**config.mk**
```make
export PLATFORM = sky130hd
export DESIGN_NAME = i2c_rand_read_seq
export DESIGN_NICKNAME = d
export VERILOG_FILES = /design/src/rtl/rrs_pkg.sv /design/src/rtl/rrs_poll_timer.sv /design/src/rtl/rrs_read_counter.sv /design/src/rtl/i2c_rand_read_seq.sv
export SDC_FILE = /design/constraint.sdc
export NUM_CORES = 1
export LEC_CHECK = 0
export ABC_AREA = 1
export BUFFER_PORTS_ARGS = -buffer_cell sky130_fd_sc_hd__buf_4
export CAP_MARGIN = 5
export CORE_ASPECT_RATIO = 1.1
export CORE_MARGIN = 2
export CORE_UTILIZATION = 30
export DETAILED_ROUTE_END_ITERATION = 6
export GPL_TIMING_DRIVEN = 0
export PLACE_DENSITY = 0.49
export SLEW_MARGIN = 20
export SYNTH_ARGS = -nofsm -noshare
export SYNTH_HDL_FRONTEND = slang
export SYNTH_HIERARCHICAL = 1
export SYNTH_SLANG_ARGS = --single-unit
```
**constraint.sdc**
```tcl
create_clock -name clk -period 2.2 [get_ports clk]
set_input_delay 0.11 -clock clk [delete_from_list [all_inputs] [get_ports clk]]
set_output_delay 0.11 -clock clk [all_outputs]
set_load 0.01 [all_outputs]
```
**src/rtl/rrs_pkg.sv**
```systemverilog
package rrs_pkg;

    typedef enum logic [2:0] {
        IDLE, INIT_RST, INIT_CLR0, INIT_CLR1, INIT_BAUD, LOAD_DATA, ISSUE_CTRL, POLL
    } state_t;

    typedef enum logic [3:0] {
        ST_ENA, ST_STA, ST_ADW, ST_OFH, ST_OFL, ST_RSTA, ST_ADR, ST_RDA, ST_RDN, ST_STP
    } step_t;

    localparam logic [2:0] SEL_RESET = 3'd0;
    localparam logic [2:0] SEL_OWN   = 3'd1;
    localparam logic [2:0] SEL_OWNX  = 3'd2;
    localparam logic [2:0] SEL_BAUD  = 3'd3;
    localparam logic [2:0] SEL_CTRL  = 3'd4;
    localparam logic [2:0] SEL_DATA  = 3'd5;

    localparam logic [7:0] C_EN    = 8'h40;
    localparam logic [7:0] C_START = 8'h20;
    localparam logic [7:0] C_STOP  = 8'h10;
    localparam logic [7:0] C_ACK   = 8'h04;

    localparam logic [7:0] S_IDLE     = 8'hF8;
    localparam logic [7:0] S_START    = 8'h08;
    localparam logic [7:0] S_RESTART  = 8'h10;
    localparam logic [7:0] S_AW_ACK   = 8'h18;
    localparam logic [7:0] S_WB_ACK   = 8'h28;
    localparam logic [7:0] S_AR_ACK   = 8'h40;
    localparam logic [7:0] S_RD_ACK   = 8'h50;
    localparam logic [7:0] S_RD_NACK  = 8'h58;
    localparam logic [7:0] ZERO_CODE  = 8'hFF;

endpackage

```
**src/rtl/rrs_poll_timer.sv**
```systemverilog
module rrs_poll_timer #(
    parameter int GAP_CYCLES = 10,
    parameter int POLL_LIMIT = 1000
) (
    input  logic clk,
    input  logic rst_n,
    input  logic arm,
    input  logic run,
    output logic smp,
    output logic last
);
    localparam int GW = $clog2(GAP_CYCLES + 1);
    localparam int TW = $clog2(POLL_LIMIT + 1);

    logic [GW-1:0] gap_q;
    logic [TW-1:0] tries_q;

    assign smp  = run && (gap_q == GW'(GAP_CYCLES - 1));
    assign last = (tries_q == TW'(POLL_LIMIT - 1));

    always_ff @(posedge clk or negedge rst_n) begin
        if (!rst_n) begin
            gap_q   <= '0;
            tries_q <= '0;
        end else if (arm) begin
            gap_q   <= '0;
            tries_q <= '0;
        end else if (smp) begin
            gap_q   <= '0;
            tries_q <= tries_q + 1'b1;
        end else if (run) begin
            gap_q   <= gap_q + 1'b1;
        end
    end
endmodule

```
**src/rtl/rrs_read_counter.sv**
```systemverilog
module rrs_read_counter #(
    parameter int CNT_W = 8
) (
    input  logic             clk,
    input  logic             rst_n,
    input  logic             load,
    input  logic [CNT_W-1:0] load_val,
    input  logic             dec,
    output logic [CNT_W-1:0] rem
);
    always_ff @(posedge clk or negedge rst_n) begin
        if (!rst_n)    rem <= '0;
        else if (load) rem <= load_val;
        else if (dec)  rem <= rem - 1'b1;
    end
endmodule

```
**src/rtl/i2c_rand_read_seq.sv**
```systemverilog
module i2c_rand_read_seq
    import rrs_pkg::*;
#(
    parameter int         GAP_CYCLES = 10,
    parameter int         POLL_LIMIT = 1000,
    parameter int         CNT_W      = 8,
    parameter logic [7:0] BAUD_VAL   = 8'h24
) (
    input  logic             clk,
    input  logic             rst_n,
    input  logic             start,
    input  logic [6:0]       tgt_addr,
    input  logic [15:0]      ofs,
    input  logic             ofs_wide,
    input  logic [CNT_W-1:0] count,
    input  logic [7:0]       eng_status,
    input  logic [7:0]       eng_rdata,
    output logic             reg_wr,
    output logic [2:0]       reg_sel,
    output logic [7:0]       reg_wdata,
    output logic [7:0]       rx_data,
    output logic             rx_valid,
    output logic             busy,
    output logic             done,
    output logic             err,
    output logic [7:0]       err_code
);
    localparam logic [CNT_W-1:0] ONE = CNT_W'(1);

    state_t           state;
    step_t            step, nxt_step;
    logic [6:0]       addr_q;
    logic [15:0]      ofs_q;
    logic             wide_q;
    logic [CNT_W-1:0] cnt_q;
    logic [CNT_W-1:0] rem;
    logic [7:0]       want, ctrl_val, data_val;
    logic             smp, last, hit, accept;

    assign busy   = (state != IDLE);
    assign accept = (state == IDLE) && start && (count != '0);
    assign hit    = (eng_status == want);

    rrs_poll_timer #(.GAP_CYCLES(GAP_CYCLES), .POLL_LIMIT(POLL_LIMIT)) i_timer (
        .clk  (clk),
        .rst_n(rst_n),
        .arm  (state == ISSUE_CTRL),
        .run  (state == POLL),
        .smp  (smp),
        .last (last)
    );

    rrs_read_counter #(.CNT_W(CNT_W)) i_cnt (
        .clk     (clk),
        .rst_n   (rst_n),
        .load    (state == POLL && smp && hit && step == ST_ADR),
        .load_val(cnt_q - ONE),
        .dec     (state == POLL && smp && hit && step == ST_RDA),
        .rem     (rem)
    );

    function automatic logic carries_byte(step_t s);
        return (s == ST_ADW) || (s == ST_OFH) || (s == ST_OFL) || (s == ST_ADR);
    endfunction

    always_comb begin
        want     = S_IDLE;
        ctrl_val = C_EN;
        data_val = 8'h00;
        nxt_step = ST_STP;
        unique case (step)
            ST_ENA:  begin want = S_IDLE;    nxt_step = ST_STA; end
            ST_STA:  begin want = S_START;   ctrl_val = C_EN | C_START; nxt_step = ST_ADW; end
            ST_ADW:  begin want = S_AW_ACK;  data_val = {addr_q, 1'b0};
                           nxt_step = wide_q ? ST_OFH : ST_OFL; end
            ST_OFH:  begin want = S_WB_ACK;  data_val = ofs_q[15:8]; nxt_step = ST_OFL; end
            ST_OFL:  begin want = S_WB_ACK;  data_val = ofs_q[7:0];  nxt_step = ST_RSTA; end
            ST_RSTA: begin want = S_RESTART; ctrl_val = C_EN | C_START; nxt_step = ST_ADR; end
            ST_ADR:  begin want = S_AR_ACK;  data_val = {addr_q, 1'b1};
                           nxt_step = (cnt_q == ONE) ? ST_RDN : ST_RDA; end
            ST_RDA:  begin want = S_RD_ACK;  ctrl_val = C_EN | C_ACK;
                           nxt_step = (rem == ONE) ? ST_RDN : ST_RDA; end
            ST_RDN:  begin want = S_RD_NACK; nxt_step = ST_STP; end
            ST_STP:  begin want = S_IDLE;    ctrl_val = C_EN | C_STOP; nxt_step = ST_STP; end
            default: begin want = S_IDLE;    nxt_step = ST_STP; end
        endcase
    end

    // State register process
    always_ff @(posedge clk or negedge rst_n) begin
        if (!rst_n) begin
            state  <= IDLE;
            step   <= ST_ENA;
            addr_q <= '0;
            ofs_q  <= '0;
            wide_q <= 1'b0;
            cnt_q  <= '0;
        end else begin
            unique case (state)
                IDLE: if (accept) begin
                    addr_q <= tgt_addr;
                    ofs_q  <= ofs;
                    wide_q <= ofs_wide;
                    cnt_q  <= count;
                    step   <= ST_ENA;
                    state  <= INIT_RST;
                end
                INIT_RST:   state <= INIT_CLR0;
                INIT_CLR0:  state <= INIT_CLR1;
                INIT_CLR1:  state <= INIT_BAUD;
                INIT_BAUD:  state <= ISSUE_CTRL;
                LOAD_DATA:  state <= ISSUE_CTRL;
                ISSUE_CTRL: state <= POLL;
                POLL: if (smp) begin
                    if (hit) begin
                        if (step == ST_STP) begin
                            state <= IDLE;
                        end else begin
                            step  <= nxt_step;
                            state <= carries_byte(nxt_step) ? LOAD_DATA : ISSUE_CTRL;
                        end
                    end else if (last) begin
                        state <= IDLE;
                    end
                end
                default: state <= IDLE;
            endcase
        end
    end

    // Output process
    always_ff @(posedge clk or negedge rst_n) begin
        if (!rst_n) begin
            reg_wr    <= 1'b0;
            reg_sel   <= SEL_RESET;
            reg_wdata <= 8'h00;
            rx_data   <= 8'h00;
            rx_valid  <= 1'b0;
            done      <= 1'b0;
            err       <= 1'b0;
            err_code  <= 8'h00;
        end else begin
            reg_wr   <= 1'b0;
            rx_valid <= 1'b0;
            done     <= 1'b0;
            err      <= 1'b0;
            unique case (state)
                IDLE: if (start && count == '0) begin
                    err      <= 1'b1;
                    err_code <= ZERO_CODE;
                end
                INIT_RST:   begin reg_wr <= 1'b1; reg_sel <= SEL_RESET; reg_wdata <= 8'h00; end
                INIT_CLR0:  begin reg_wr <= 1'b1; reg_sel <= SEL_OWN;   reg_wdata <= 8'h00; end
                INIT_CLR1:  begin reg_wr <= 1'b1; reg_sel <= SEL_OWNX;  reg_wdata <= 8'h00; end
                INIT_BAUD:  begin reg_wr <= 1'b1; reg_sel <= SEL_BAUD;  reg_wdata <= BAUD_VAL; end
                LOAD_DATA:  begin reg_wr <= 1'b1; reg_sel <= SEL_DATA;  reg_wdata <= data_val; end
                ISSUE_CTRL: begin reg_wr <= 1'b1; reg_sel <= SEL_CTRL;  reg_wdata <= ctrl_val; end
                POLL: if (smp) begin
                    if (hit) begin
                        if (step == ST_RDA || step == ST_RDN) begin
                            rx_valid <= 1'b1;
                            rx_data  <= eng_rdata;
                        end
                        if (step == ST_STP) done <= 1'b1;
                    end else if (last) begin
                        err      <= 1'b1;
                        err_code <= eng_status;
                    end
                end
                default: ;
            endcase
        end
    end
endmodule

```
==> results of run 1 <==
[metal layers]
metal	part of all wire, %	up-vias
met3	3.0	17
li1	-	2333
met1	44	2141
met2	51	73
met4	2.0	0
met5	0	-
[worst reg2reg max path: stages, from the launching register on]
cell     delay (ps)
dfrtp_2         480
nor2_4          280
nand2_4         100
nand3_1         100
o21ai_0         100
nand2_1         100
nand3_2          90
nor2_4          130
nand3_4         120
nor2_4          140
inv_4            60
nand2_4         100
inv_6            50
a22oi_2         140
nand2_1          70
[report_power, final]
group | switching, mW | leakage, nW | internal, mW | total (mW)
combinational | 0.506 | 2.09 | 0.487 | 0.992
clock | 0.670 | 0.139 | 0.881 | 1.55
sequential | 0.217 | 1.18 | 1.98 | 2.19
total | 1.39 | 3.40 | 3.34 | 4.74
[sequential cells by signal (all words and copies together) (netlist names), 7 cells and up]
name             flops
addr_q               7
cnt_q                8
err_code             8
i_cnt/rem            8
i_timer/tries_q     10
ofs_q               16
reg_wdata            8
rx_data              8
[how the worst max path moves through the flow]
stage | to | cells after the start
floorplan | i_cnt/rem[7] | 16
global placement | i_cnt/rem[2] | 16
detailed placement | i_cnt/rem[6] | 16
CTS | i_cnt/rem[2] | 16
global route | i_cnt/rem[2] | 14
finish | i_cnt/rem[6] | 14
[cells by family (layout without fill, tap and decap cells)]
group	after synthesis	count (layout)	share of synthesized area, %
AND/OR/NAND/NOR	367	367	33.58
flip-flops	92	92	46.81
buffers and inverters	89	239	7.275
AO/OA/AOI/OAI	76	76	9.565
XOR/XNOR	7	7	1.247
adder cells (fa/ha/maj)	6	6	1.526
[cells in the mapped netlist (all sizes together)]
| cell type | n |
|---|---|
| nand2 | 230 |
| dfrtp | 92 |
| inv | 75 |
| nor2 | 70 |
| nand3 | 44 |
| o21ai | 40 |
| a21oi | 13 |
| clkbuf | 8 |
| nand4 | 8 |
| ha | 6 |
| nor3 | 6 |
| o22ai | 6 |
| a22oi | 5 |
| xnor2 | 5 |
| buf | 4 |
| nor4 | 4 |
| o211ai | 4 |
| a221oi | 2 |
| clkinv | 2 |
| o221ai | 2 |
| or2 | 2 |
| xor2 | 2 |
| a211o | 1 |
| a21boi | 1 |
| a221o | 1 |
| a31oi | 1 |
| nor3b | 1 |
| nor4b | 1 |
| or3 | 1 |
[metrics by stage]
step	cells	setup WS, ps
after floorplan	637	31.17
after global placement	923	-271.7
after detailed placement	923	-315.4
after CTS	987	-4.307
after global routing	991	-149.9
final	991	31.26
[final cells by class]
cell class,instances,area (um2),area share [%]
buffer,9,55.05,0.8066
clock buffer,10,229.0,3.355
clock inverter,6,63.81,0.9349
inverter,77,314.1,4.601
multi-input combinational,456,2437,35.71
sequential,92,2307,33.80
tap,204,255.2,3.740
timing repair buffer,137,1164,17.05
[timing repair]
action | CTS | global route
resized for setup | 24 | 42
setup buffers | 8 | 6
cloned | 0 | 0
endpoints found under the hold margin | 132 | 0
hold buffers | 41 | 0
pin swaps | 6 | 21
endpoints found under the setup margin | 22 | 62
==> results list, run 1 <==
* Cell type with the largest total area after synthesis: dfrtp_1
* Ratio of total power to cell area: 693.9 nW/um2
- Pin placement for this block handled 83 I/O pins.
- Worst flop-to-flop path endpoint: i_cnt/rem[6]
- Worst-case headroom to the max-slew limit: 42.43%
- Run status: finished clean
* Total global-route track usage: 15.62%
- Synthesis instantiated 41 different standard cells from the library.
* Ordered list of cells on the worst path: nor2_4 -> nand2_4 -> nand3_1 -> o21ai_0 -> nand2_1 -> nand3_2 -> nor2_4 -> nand3_4 -> nor2_4 -> inv_4 -> nand2_4 -> inv_6 -> a22oi_2 -> nand2_1
- After detailed routing, the total wire length is 13,150 um.
- In this run the worst setup path begins at step[3].
- Routability-driven placement finished with a final weighted congestion of 0.8605.
- Worst endpoint required time: 2430 ps
* Filler cell count: ~1,700
- For the pin with the worst max-slew slack, the measured transition is 863.5 ps.
* Count of antenna diodes in the layout: 0
- In this run the horizontal extent of the chip is 126.1 um.
- By area the synthesized netlist is led by dfrtp_1 (47%), nand2_1 (16%), inv_1 (4.7%).
- The number of pins with negative max-slew slack in the final report is 0.
- Critical path endpoint category: register
- The worst setup path is launched from a register.
- Hold Path Class: in2reg
- Worst setup slack for register-to-register paths: about 31 ps
- Synth Register Bits: 92
- Maximum buffer depth of the clock tree: 2
* Detailed-routing iteration count for the pre-antenna-repair pass: 4
- CTS Root Cell: clkbuf_16
* Share of post-route cells with drive strength above 1: 26.30%
* Number of global-route vias before repair: 4,589
* Remaining global-route overflow: 0
- Via-to-Cell Ratio: 4.605
- Total vias in the final route: 4,564
- The initial utilization of the core area, before any placement, comes to 30.39%.
- Input/output buffers: 82
- In this run the standard cell core region covers about 16,000 um2.
- Met3 Usage GRT: 2.322%
- For the final database, setup skew stands at around 8.8 ps.
- The count of nets left with antenna violations once routing finished came out at 0.
- After clock tree synthesis, the clock-pin slew on the worst setup and hold paths is 60 ps.
* DRT iter0 DRCs: 213
- Setup total negative slack on the finished layout was measured at 0 ps.
- Data arrives at the worst endpoint at around 2400 ps.
- In the final design database the tool counted 839 nets.
- Dividing the detail-routed wire length by the instance count gives 13.27 um.
- The worst hold path begins at eng_status[1].
* Total power after layout: 4.736 mW
- Post-detailed-route DRC marker count: 0
* Setup repair after global routing missed its margin: yes
- Across the VDD grid, the largest voltage drop is ~330 uV.
- The analysis attributes to cell leakage a power of 3.401 nW.
- TritonCTS built the clock tree.
* Most used cell, CP: nor2_4
- Startpoint of the lowest-slack register-to-register path: step[3]
- Buf/Inv on CP: 2
- For the worst flop-to-flop path, the logic depth is 14.
- Slowest stage delay, CP: 480 ps
* Number of rows created at floorplan: slightly below 50
- Along the worst hold path, the cell count comes to 3.
- The floorplan step set the die height to 138.3 um.
- Skew-Pair Late Insertion Delay: 350 ps
- Part of the cycle the worst path needs: 98.58%
* Post-DP HPWL: between 9000 and 10,000 um
- The layer flagged by global routing as most heavily used is met2.
* Post-synthesis instance total: 637
* Cell area after layout: 6825 um2
- Post-route worst hold slack: between 40 and 50 ps
* Time the worst path needs with I/O delays and setup: 2169 ps
- Netlist area before placement: 4918 um2
- End point of the worst hold path: err_code[1]
* Count of endpoints failing setup in the final report: 0
- For met2 alone, demand over resource in global routing was approximately 27%.
* Share of the yosys chip area belonging to registers: a little under half
* Endpoints failing hold: 0
- Of all nets on the critical path, the largest fanout is 6.
- During synthesis, Yosys emitted a total of 6 warnings.
- Global-route track usage on met1: 19.47%
* Max capacitance violation total: 0
- Library cell contributing the largest single delay on the critical path: dfrtp_2
- Global-route wire length before repair: 21,850 um
- Dividing the synthesized area by the synthesized cell count gives slightly below 8 um2.
* Synthesized net count: 694
- Achievable clock frequency: 461.1 MHz
* Cell Area, Placed: 5793 um2
- The H-tree was split into 3 levels.
- Largest net degree at the start of global routing: 93
* Top library cells by usage in the layout, fill and taps aside: nand2_1 (204), buf_4 (92), dfrtp_1 (88), inv_1 (59), nor2_1 (50)
- Leaving out fill and tap cells, the most frequent cell in the layout is nand2_1.
* Post-synthesis to final-layout area growth: 38.77%
- On the critical path the largest part of the delay comes from simple AND/OR/NAND/NOR gates.
- Clock buffers created by TritonCTS: 9
* Crit Path Category: reg2reg
* Number of antenna violations at the first check in global routing: 0
* Die area: about 17,000 um2
- Finished Core Util: a little over two fifths
- Counting every sink on the clock net gives 92.
- Synth top area share: approximately 47%
No activity file was read; power rests on OpenSTA's default activity.
==> inputs of run 2 (changes only) <==
--- a/config.mk
+++ b/config.mk
@@ -8,7 +8,7 @@
 export ABC_AREA = 1
 export BUFFER_PORTS_ARGS = -buffer_cell sky130_fd_sc_hd__buf_4
 export CAP_MARGIN = 5
-export CORE_ASPECT_RATIO = 1.1
+export CORE_ASPECT_RATIO = 1.5
 export CORE_MARGIN = 2
 export CORE_UTILIZATION = 30
 export DETAILED_ROUTE_END_ITERATION = 6
==> run 2 against run 1 <==
Compared with the run above: the flow now finishes with violations (setup timing); final area grew 1.1%; non-clock buffer count grew 7; flip-flop and latch count is the same; total power grew 5.6%; clock-buffer cell count is the same; largest power group unchanged; highest routed layer unchanged.
==> results list, run 2 (synthesis results as in run 1) <==
* Achievable clock frequency: 449.1 MHz (was 461.1 MHz)
- Clock buffers created by TritonCTS: 9 (unchanged)
- The via density per instance is 4.655 (was 4.605).
- Setup repair after global routing missed its margin: yes (unchanged).
- The worst-case setup slack after placement is -388.4 ps (was -315.4 ps).
- The total power consumption of the routed design was 5.003 mW (was 4.736 mW).
- Maximum clock skew at final layout: 8.594 ps (was 8.774 ps)
* Top library cells by usage in the layout, fill and taps aside: nand2_1 (203), buf_4 (101), dfrtp_1 (88), inv_1 (58), nor2_1 (51) (was nand2_1 (204), buf_4 (92), dfrtp_1 (88), inv_1 (59), nor2_1 (50))
* Pin slew with the least headroom to its limit: 856.3 ps (was 863.5 ps)
- Registers with the most flip-flops: ofs_q: 16 flops, i_timer/tries_q: 10 flops (unchanged)
- Die area: 17,460 um2 (was 17,440 um2)
- Core Footprint: 16,120 um2 (was 16,190 um2)
* Cell Area, Placed: 5796 um2 (was 5793 um2)
* Final setup slack of the worst path: -26.77 ps (was 31.26 ps)
- The maximum ir drop on the vdd rail came to 383.6 uV (was 332.3 uV).
- The vertical die dimension is 160.8 um (was 138.3 um).
* Sum of routed wire length over all layers: 13,710 um (was 13,150 um)
* Clock transition at path regs: 60 ps (about the same)
- Initial core utilization: 30.52% (was 30.39%)
* Worst endpoint required time: 2420 ps (was 2430 ps)
- Cell family with the largest share of critical-path delay: simple AND/OR/NAND/NOR gates (unchanged)
- Ordered list of cells on the worst path: inv_4 -> nor2_2 -> nand2_2 -> nand2_2 -> nor2_4 -> nand2_2 -> nand2_2 -> nand3_4 -> nor2_4 -> nand3_4 -> nor2_4 -> buf_6 -> inv_6 -> nand2_4 -> inv_6 -> a22oi_2 -> nand2_1 (was nor2_4 -> nand2_4 -> nand3_1 -> o21ai_0 -> nand2_1 -> nand3_2 -> nor2_4 -> nand3_4 -> nor2_4 -> inv_4 -> nand2_4 -> inv_6 -> a22oi_2 -> nand2_1).
- The fraction of layout cells with a size suffix above 1 came to 27.04% (was 26.30%).
* Number of global-route vias before repair: 4,732 (was 4,589)
* DRT iter0 DRCs: 140 (was 213)
- The final design instance area without fill came to 6903 um2 (was 6825 um2).
- Total global-route track usage: 16.23% (was 15.62%)
- Library cell contributing the largest single delay on the critical path: dfrtp_2 (unchanged)
- The maximum number of pins on one net before global-route repair came to 93 (unchanged).
- Worst Path Arrival: 2450 ps (was 2400 ps)
* Worst setup slack for register-to-register paths: -30 ps (was 30 ps)
- Sum Neg Setup Slack: -34.00 ps (was 0 ps)
* Hold Path Class: in2reg (unchanged)
* Leakage: 3.437 nW (was 3.401 nW)
- The detailed-route via count is 4,660 (was 4,564).
- The number of top-level design ports came to 83 (unchanged).
* Finished Core Util: 42.83% (was 42.17%)
- The wire length per cell after detailed routing was 13.69 um (was 13.27 um).
- The path type of the worst setup path was reg2reg (unchanged).
- The maximum buffer depth of the clock tree was 2 (unchanged).
- The register with the highest flop count was ofs_q (unchanged).
* Part of the cycle the worst path needs: 101.2% (was 98.58%)
* Antenna-violating nets left: 0 (unchanged)
- The most common cell after layout, fill and taps aside is nand2_1 (unchanged).
- The routability-driven placement congestion ratio came to 0.8667 (was 0.8605).
* Max capacitance violation total: 0 (unchanged)
- The number of hold violations in the final report is 0 (unchanged).
- The number of filler instances in the final layout was 1,685 (was 1,653).
* Global-route wire length before repair: 22,490 um (was 21,850 um)
- Detailed-routing iteration count for the pre-antenna-repair pass: 4 (unchanged)
- Number of cells after detailed placement: 925 (was 923)
- Number of antenna violations at the first check in global routing: 0 (unchanged)
- The area added between synthesis and finish came to 40.35% (was 38.77%).
* TritonCTS clock tree: built (unchanged)
- Number of flip-flops under the largest register name: 16 (unchanged)
- Number of nets in the layout: 848 (was 839)
- Skew-Pair Late Insertion Delay: 340 ps (was 350 ps)
* Post-DP HPWL: 9769 um (was 9437 um)
* Highest net fanout along the worst path: 8 (was 6)
- Post-detailed-route DRC marker count: 0 (unchanged)
* Worst-case headroom to the max-slew limit: 42.91% (was 42.43%)
- The final cell count without fillers is 1,001 (was 991).
* Violations in the final reports: setup timing
- The critical path endpoint category was a register (unchanged).
- The dominant cell type by count on the critical path is nand2_2 (was nor2_4).
* Clock H-tree levels: 3 (unchanged)
- Ratio of total power to cell area: 724.7 nW/um2 (was 693.9 nW/um2)
- Run status: finished with violations (was finished clean).
- Input/output buffers: 82 (unchanged)
- The residual overflow from global routing is 0 (unchanged).
* Post-route worst hold slack: 3.053 ps (was 43.77 ps)
- The minimum clock period after layout came to 2227 ps (was 2169 ps).
- The element type at the critical path start was a register (unchanged).
- Buf/Inv on CP: 4 (was 2)
* Count of endpoints failing setup in the final report: 3 (was 0)
* Die width: 108.5 um (was 126.1 um)
- Slowest stage delay, CP: 490 ps (was 480 ps)
* Count of antenna diodes in the layout: 0 (unchanged)
* Slew Limit Fails: 0 (unchanged)
- The total clock sinks was 92 (unchanged).
* CTS Root Cell: clkbuf_16 (unchanged)
* Number of rows created at floorplan: 57 (was 49)
-- run 2: timing repair --
item / CTS / global route
setup endpoints to repair: 21 / 43
hold endpoints to repair: 130 / 0
pin swaps: 7 / 13
buffers inserted: 10 / 11
hold buffers: 39 / 0
gates resized for setup: 27 / 39
gates cloned: 0 / 2
-- run 2: worst reg2reg max path: cells and delay by family (launching register included) --
kind,cells,cell delay [ps]
AO/OA/AOI/OAI,1,130
AND/OR/NAND/NOR,12,1190
flip-flops,1,490
buffers and inverters,4,320
-- run 2: where the power goes --
part,internal (mW),switching (mW)
Sequential,1.98,0.213
Clock,1.14,0.670
Combinational,0.487,0.512
Total,3.61,1.40
-- run 2: worst paths after layout --
kind / to / cells after the start / from
hold reg to reg: ofs_q[12] / 2 / ofs_q[12]
min in group asynchronous: ofs_q[1] / 2 / rst_n
setup / recovery: i_cnt/rem[3] / 17 / step[0]
max in group asynchronous: step[2] / 2 / rst_n
hold / removal: ofs_q[2] / 3 / ofs[2]
setup reg to reg: i_cnt/rem[3] / 17 / step[0]
-- run 2: area by class of cell --
type / instances / area (um2) / area share (%)
Buffer: 11 / 63.81 / 0.9244
Multi-Input combinational cell: 457 / 2427 / 35.16
Tap cell: 206 / 257.7 / 3.734
Clock buffer: 10 / 239.0 / 3.462
Clock inverter: 5 / 107.6 / 1.559
Sequential cell: 92 / 2307 / 33.42
Timing Repair inverter: 1 / 5.005 / 0.07250
Timing Repair Buffer: 142 / 1171 / 16.97
Inverter: 77 / 324.1 / 4.695
-- run 2: metal layers --
layer  part of all wire [%]  track usage (%)  up-vias
met5                      0                0        -
met4                    2.6            7.110        0
met3                    2.0            2.029       16
met2                     54            29.66       68
met1                     41            18.50     2233
li1                       -                -     2343
==> inputs of run 3 (changes only) <==
--- a/config.mk
+++ b/config.mk
@@ -5,7 +5,7 @@
 export SDC_FILE = /design/constraint.sdc
 export NUM_CORES = 1
 export LEC_CHECK = 0
-export ABC_AREA = 1
+export ABC_AREA = 0
 export BUFFER_PORTS_ARGS = -buffer_cell sky130_fd_sc_hd__buf_4
 export CAP_MARGIN = 5
 export CORE_ASPECT_RATIO = 1.5
==> run 3 against run 2 <==
Compared with the run above: worst setup slack worse by 330 ps; the run still ends with setup timing left; worst hold slack improved by 6.0 ps; final cell count is 19% lower; fmax fell by 13%; flip-flop and latch count unchanged; via count decreased by 15%; combinational power increased by 72%; final area is 5.0% lower; first-iteration DRC count up 24%; critical path depth is 7 lower; wire length decreased by 7.0%.
==> results list, run 3 <==
* Run status: finished with violations (unchanged)
- Violations in the final reports: setup timing (unchanged)
* Xor/xnor cell area share of the yosys netlist: 3.200% (was 1.247%)
* Time the worst path needs with I/O delays and setup: 2554 ps (was 2227 ps)
* Predominant post-synthesis flop cell: dfrtp_1 (unchanged)
- Pin slew with the least headroom to its limit: 849.0 ps (was 856.3 ps)
- The number of filler instances in the final layout came to 1,505 (was 1,685).
* Top library cells by usage in the layout, fill and taps aside: buf_4 (107), dfrtp_1 (88), nor2_1 (45), nand2_1 (39), dlygate4sd3_1 (31) (was nand2_1 (203), buf_4 (101), dfrtp_1 (88), inv_1 (58), nor2_1 (51))
- Total global-route track usage: 16.16% (was 16.23%)
- The area added between synthesis and finish was 40.92% (was 40.35%).
* Share of the yosys chip area belonging to registers: 49.48% (was 46.81%)
- Post-synthesis mux area share: 10.06% (was 0%)
- Achievable clock frequency: 391.6 MHz (was 449.1 MHz)
* Part of the cycle the worst path needs: 116.1% (was 101.2%)
- The root buffer selected by CTS is clkbuf_16 (unchanged).
* WL per Instance: 15.68 um (was 13.69 um)
- Number of rows created at floorplan: 55 (was 57)
* Worst endpoint required time: 2420 ps (about the same)
- The number of maximum-capacitance violations came to 0 (unchanged).
- The number of antenna violations at the first check in global routing is 0 (unchanged).
- Sum of routed wire length over all layers: 12,750 um (was 13,710 um)
- Simple logic cell fraction of the synthesized area: 18.96% (was 33.58%)
- The flip-flop count of the largest register, all copies and words added is 16 (unchanged).
- Post-synthesis instance total: 460 (was 637)
- The total of endpoints with negative setup slack in the final report is 32 (was 3).
- The arrival time reported for the critical path endpoint was 2780 ps (was 2450 ps).
* Final setup slack of the worst path: -353.7 ps (was -26.77 ps)
* Clock buffers created by TritonCTS: 9 (unchanged)
- The number of H-tree branching levels is 3 (unchanged).
- Die height: 156.5 um (was 160.8 um)
- The proportion of register bits with asynchronous set or reset after synthesis is 100.0% (unchanged).
- The number of flops mapped to enable cells by yosys was 0 (unchanged).
* Slowest stage delay, CP: 400 ps (was 490 ps)
* Slew Limit Fails: 0 (unchanged)
* Compound-Gate Fraction of Synth Area: 13.18% (was 9.565%)
* Ordered list of cells on the worst path: inv_2 -> or3_4 -> o32a_1 -> a2111oi_4 -> buf_4 -> buf_4 -> buf_6 -> and2b_4 -> o22ai_2 -> a22o_1 (was inv_4 -> nor2_2 -> nand2_2 -> nand2_2 -> nor2_4 -> nand2_2 -> nand2_2 -> nand3_4 -> nor2_4 -> nand3_4 -> nor2_4 -> buf_6 -> inv_6 -> nand2_4 -> inv_6 -> a22oi_2 -> nand2_1)
- Antenna-violating nets left: 0 (unchanged)
* Post-detailed-route DRC marker count: 0 (unchanged)
- Most common cell in the netlist: dfrtp_1 (was nand2_1)
* Finished Core Util: 43.31% (was 42.83%)
* Worst-case headroom to the max-slew limit: 43.40% (was 42.91%)
- Setup repair after global routing missed its margin: yes (unchanged)
- Library cell contributing the largest single delay on the critical path: dfrtp_1 (was dfrtp_2)
* Register ranked first by flip-flop count: ofs_q (unchanged)
* Synthesized net count: 517 (was 694)
- Initial core utilization: 30.74% (was 30.52%)
- TritonCTS clock tree: built (unchanged)
* Share of post-route cells with drive strength above 1: 34.53% (was 27.04%)
- Cell family with the largest share of critical-path delay: compound AO/OA/AOI/OAI gates (was simple AND/OR/NAND/NOR gates)
- The dominant combinational cell family by area after synthesis is simple AND/OR/NAND/NOR gates (unchanged).
* Global-route wire length before repair: 21,160 um (was 22,490 um)
- The dominant cell type by count on the critical path is buf_4 (was nand2_2).
* Routability-driven placement congestion ratio: 0.8344 (was 0.8667)
- Netlist area before placement: 4653 um2 (was 4918 um2)
* Endpoints failing hold: 0 (unchanged)
- Maximum clock skew at final layout: 5.536 ps (was 8.594 ps)
- The via count of the first global-routing pass is 4,220 (was 4,732).
- The number of top-level design ports came to 83 (unchanged).
* Input/output buffers: 81 (was 82)
- Average cell area after synthesis: 10.12 um2 (was 7.721 um2)
- The yosys synthesis warning count was 6 (unchanged).
* Total vias in the final route: 3,956 (was 4,660)
* Maximum buffer depth of the clock tree: 2 (unchanged)
- The antenna diode count is 0 (unchanged).
- Clock transition at path regs: 60 ps (about the same)
* Ranking of synthesized cells by instance count: dfrtp_1 (92), nor2_1 (53), nand2_1 (39) (was nand2_1 (212), dfrtp_1 (92), inv_1 (62))
* Sum Neg Setup Slack: -7954 ps (was -34.00 ps)
- The total power divided by cell area was 878.0 nW/um2 (was 724.7 nW/um2).
- Netlist cell types: 54 (was 41)
- The critical path buffer and inverter count was 4 (unchanged).
- The maximum number of pins on one net before global-route repair was 93 (unchanged).
- Highest net fanout along the worst path: 5 (was 8)
* Maximum vdd drop: 487.3 uV (was 383.6 uV)
* Core Footprint: 15,140 um2 (was 16,120 um2)
* Largest cells by area after synthesis: dfrtp_1 (49%), mux2_2 (7.3%), nor2_1 (4.3%) (was dfrtp_1 (47%), nand2_1 (16%), inv_1 (4.7%))
* Number of nets in the layout: 666 (was 848)
- The number of detailed-route iterations in the first pass was 4 (unchanged).
- The most common cell after layout, fill and taps aside is buf_4 (was nand2_1).
* Remaining global-route overflow: 0 (unchanged)
* Clock sink count: 92 (unchanged)
- Synth top area share: 49.48% (was 46.81%)
- The latest clock arrival within the worst-skew pair was 340 ps (about the same).
* Post-Synth Adder-Cell Area: 1.613% (was 1.526%)
- Registers with the most flip-flops: ofs_q: 16 flops, i_timer/tries_q: 10 flops (unchanged)
- The class of the tightest hold or removal check is in2reg (unchanged).
- The half-perimeter wire length after placement was 8867 um (was 9769 um).
- The via density per instance is 4.866 (was 4.655).
- The leakage power of the design is 2.879 nW (was 3.437 nW).
- Crit Path Category: reg2reg (unchanged)
- The number of storage elements in the synthesis netlist came to 92 (unchanged).
- The width of the die was 105.7 um (was 108.5 um).
- CP Launch Type: register (unchanged)
- The critical path endpoint category is a register (unchanged).
- DRT iter0 DRCs: 174 (was 140)
- Cell type with the largest total area after synthesis: dfrtp_1 (unchanged)
* Die area: 16,540 um2 (was 17,460 um2)
[run 3: cell types whose count changed after synthesis, sizes merged, moves of 16 or more]
| cell | previous run | this run |
|---|---|---|
| nand2 | 230 | 40 |
| a21oi | 13 | 31 |
| nor2 | 70 | 54 |
| mux2 | 0 | 38 |
| inv | 75 | 21 |
| nand3 | 44 | 16 |
[run 3: area by class of cell]
type / count / area [um2] / share of cell area, %
inverters: 21 / 78.83 / 1.202
clock inverters: 3 / 45.04 / 0.6869
clock buffers: 13 / 260.3 / 3.969
multi-input cells: 328 / 2364 / 36.04
plain buffers: 18 / 125.1 / 1.908
well taps: 199 / 249.0 / 3.797
flip-flops and latches: 92 / 2307 / 35.18
repair buffers: 139 / 1129 / 17.21
[run 3: cell families (layout without fill, tap and decap cells)]
group | count (synthesis) | count (layout)
AO/OA/AOI/OAI | 97 | 97
XOR/XNOR | 17 | 17
adder cells (fa/ha/maj) | 6 | 6
buffers and inverters | 41 | 194
flip-flops | 92 | 92
multiplexers | 39 | 39
AND/OR/NAND/NOR | 168 | 169
[run 3: path summary, 6_finish.rpt]
path	depth (start not counted)	slack, ps	to	startpoint
hold reg to reg	2	490	reg_wdata[2]	reg_wdata[2]
setup / recovery	10	-350	step[1]	step[1]
min in group asynchronous	2	420	ofs_q[11]	rst_n
max in group asynchronous	2	1170	step[0]	rst_n
hold / removal	2	9	addr_q[6]	tgt_addr[6]
setup reg to reg	10	-350	step[1]	step[1]
[run 3: per-stage QoR]
step                      worst slack [ps]  instance area, um2  power, mW  instances  hold WS (ps)
after global routing                -473.2                6558      6.167        813         5.749
after CTS                           -375.8                6465      5.796        806         1.141
after global placement              -817.0                5559      3.967        740         324.7
after detailed placement            -877.3                5563      4.018        740         266.0
after floorplan                     -370.3                4702      3.453        460        -185.6
final                               -353.7                6558      5.758        813         9.085
[run 3: timing repair]
action,in CTS,in global routing
setup endpoints to repair,66,46
gates cloned,1,0
hold buffers,31,0
resized for setup,33,15
endpoints found under the hold margin,122,0
pin swaps,10,8
buffers inserted,20,7
[run 3: routing by layer]
layer / track usage, % / vias up / routed length (um)
li1: - / 1932 / -
met1: 17.71 / 1936 / 5039
met2: 31.03 / 75 / 7082
met3: 3.040 / 13 / 425
met4: 5.138 / 0 / 202
met5: 0 / - / 0
[run 3: worst register-to-register path, cell delays in order, from the launching register on]
cell	delay, ps
dfrtp_1	400
inv_2	60
or3_4	390
o32a_1	330
a2111oi_4	290
buf_4	210
buf_4	120
buf_6	120
and2b_4	180
o22ai_2	100
a22o_1	250
[run 3: where the power goes]
group | switching, mW | internal (mW)
Sequential | 0.326 | 2.11
Clock | 0.651 | 0.944
Combinational | 0.894 | 0.829
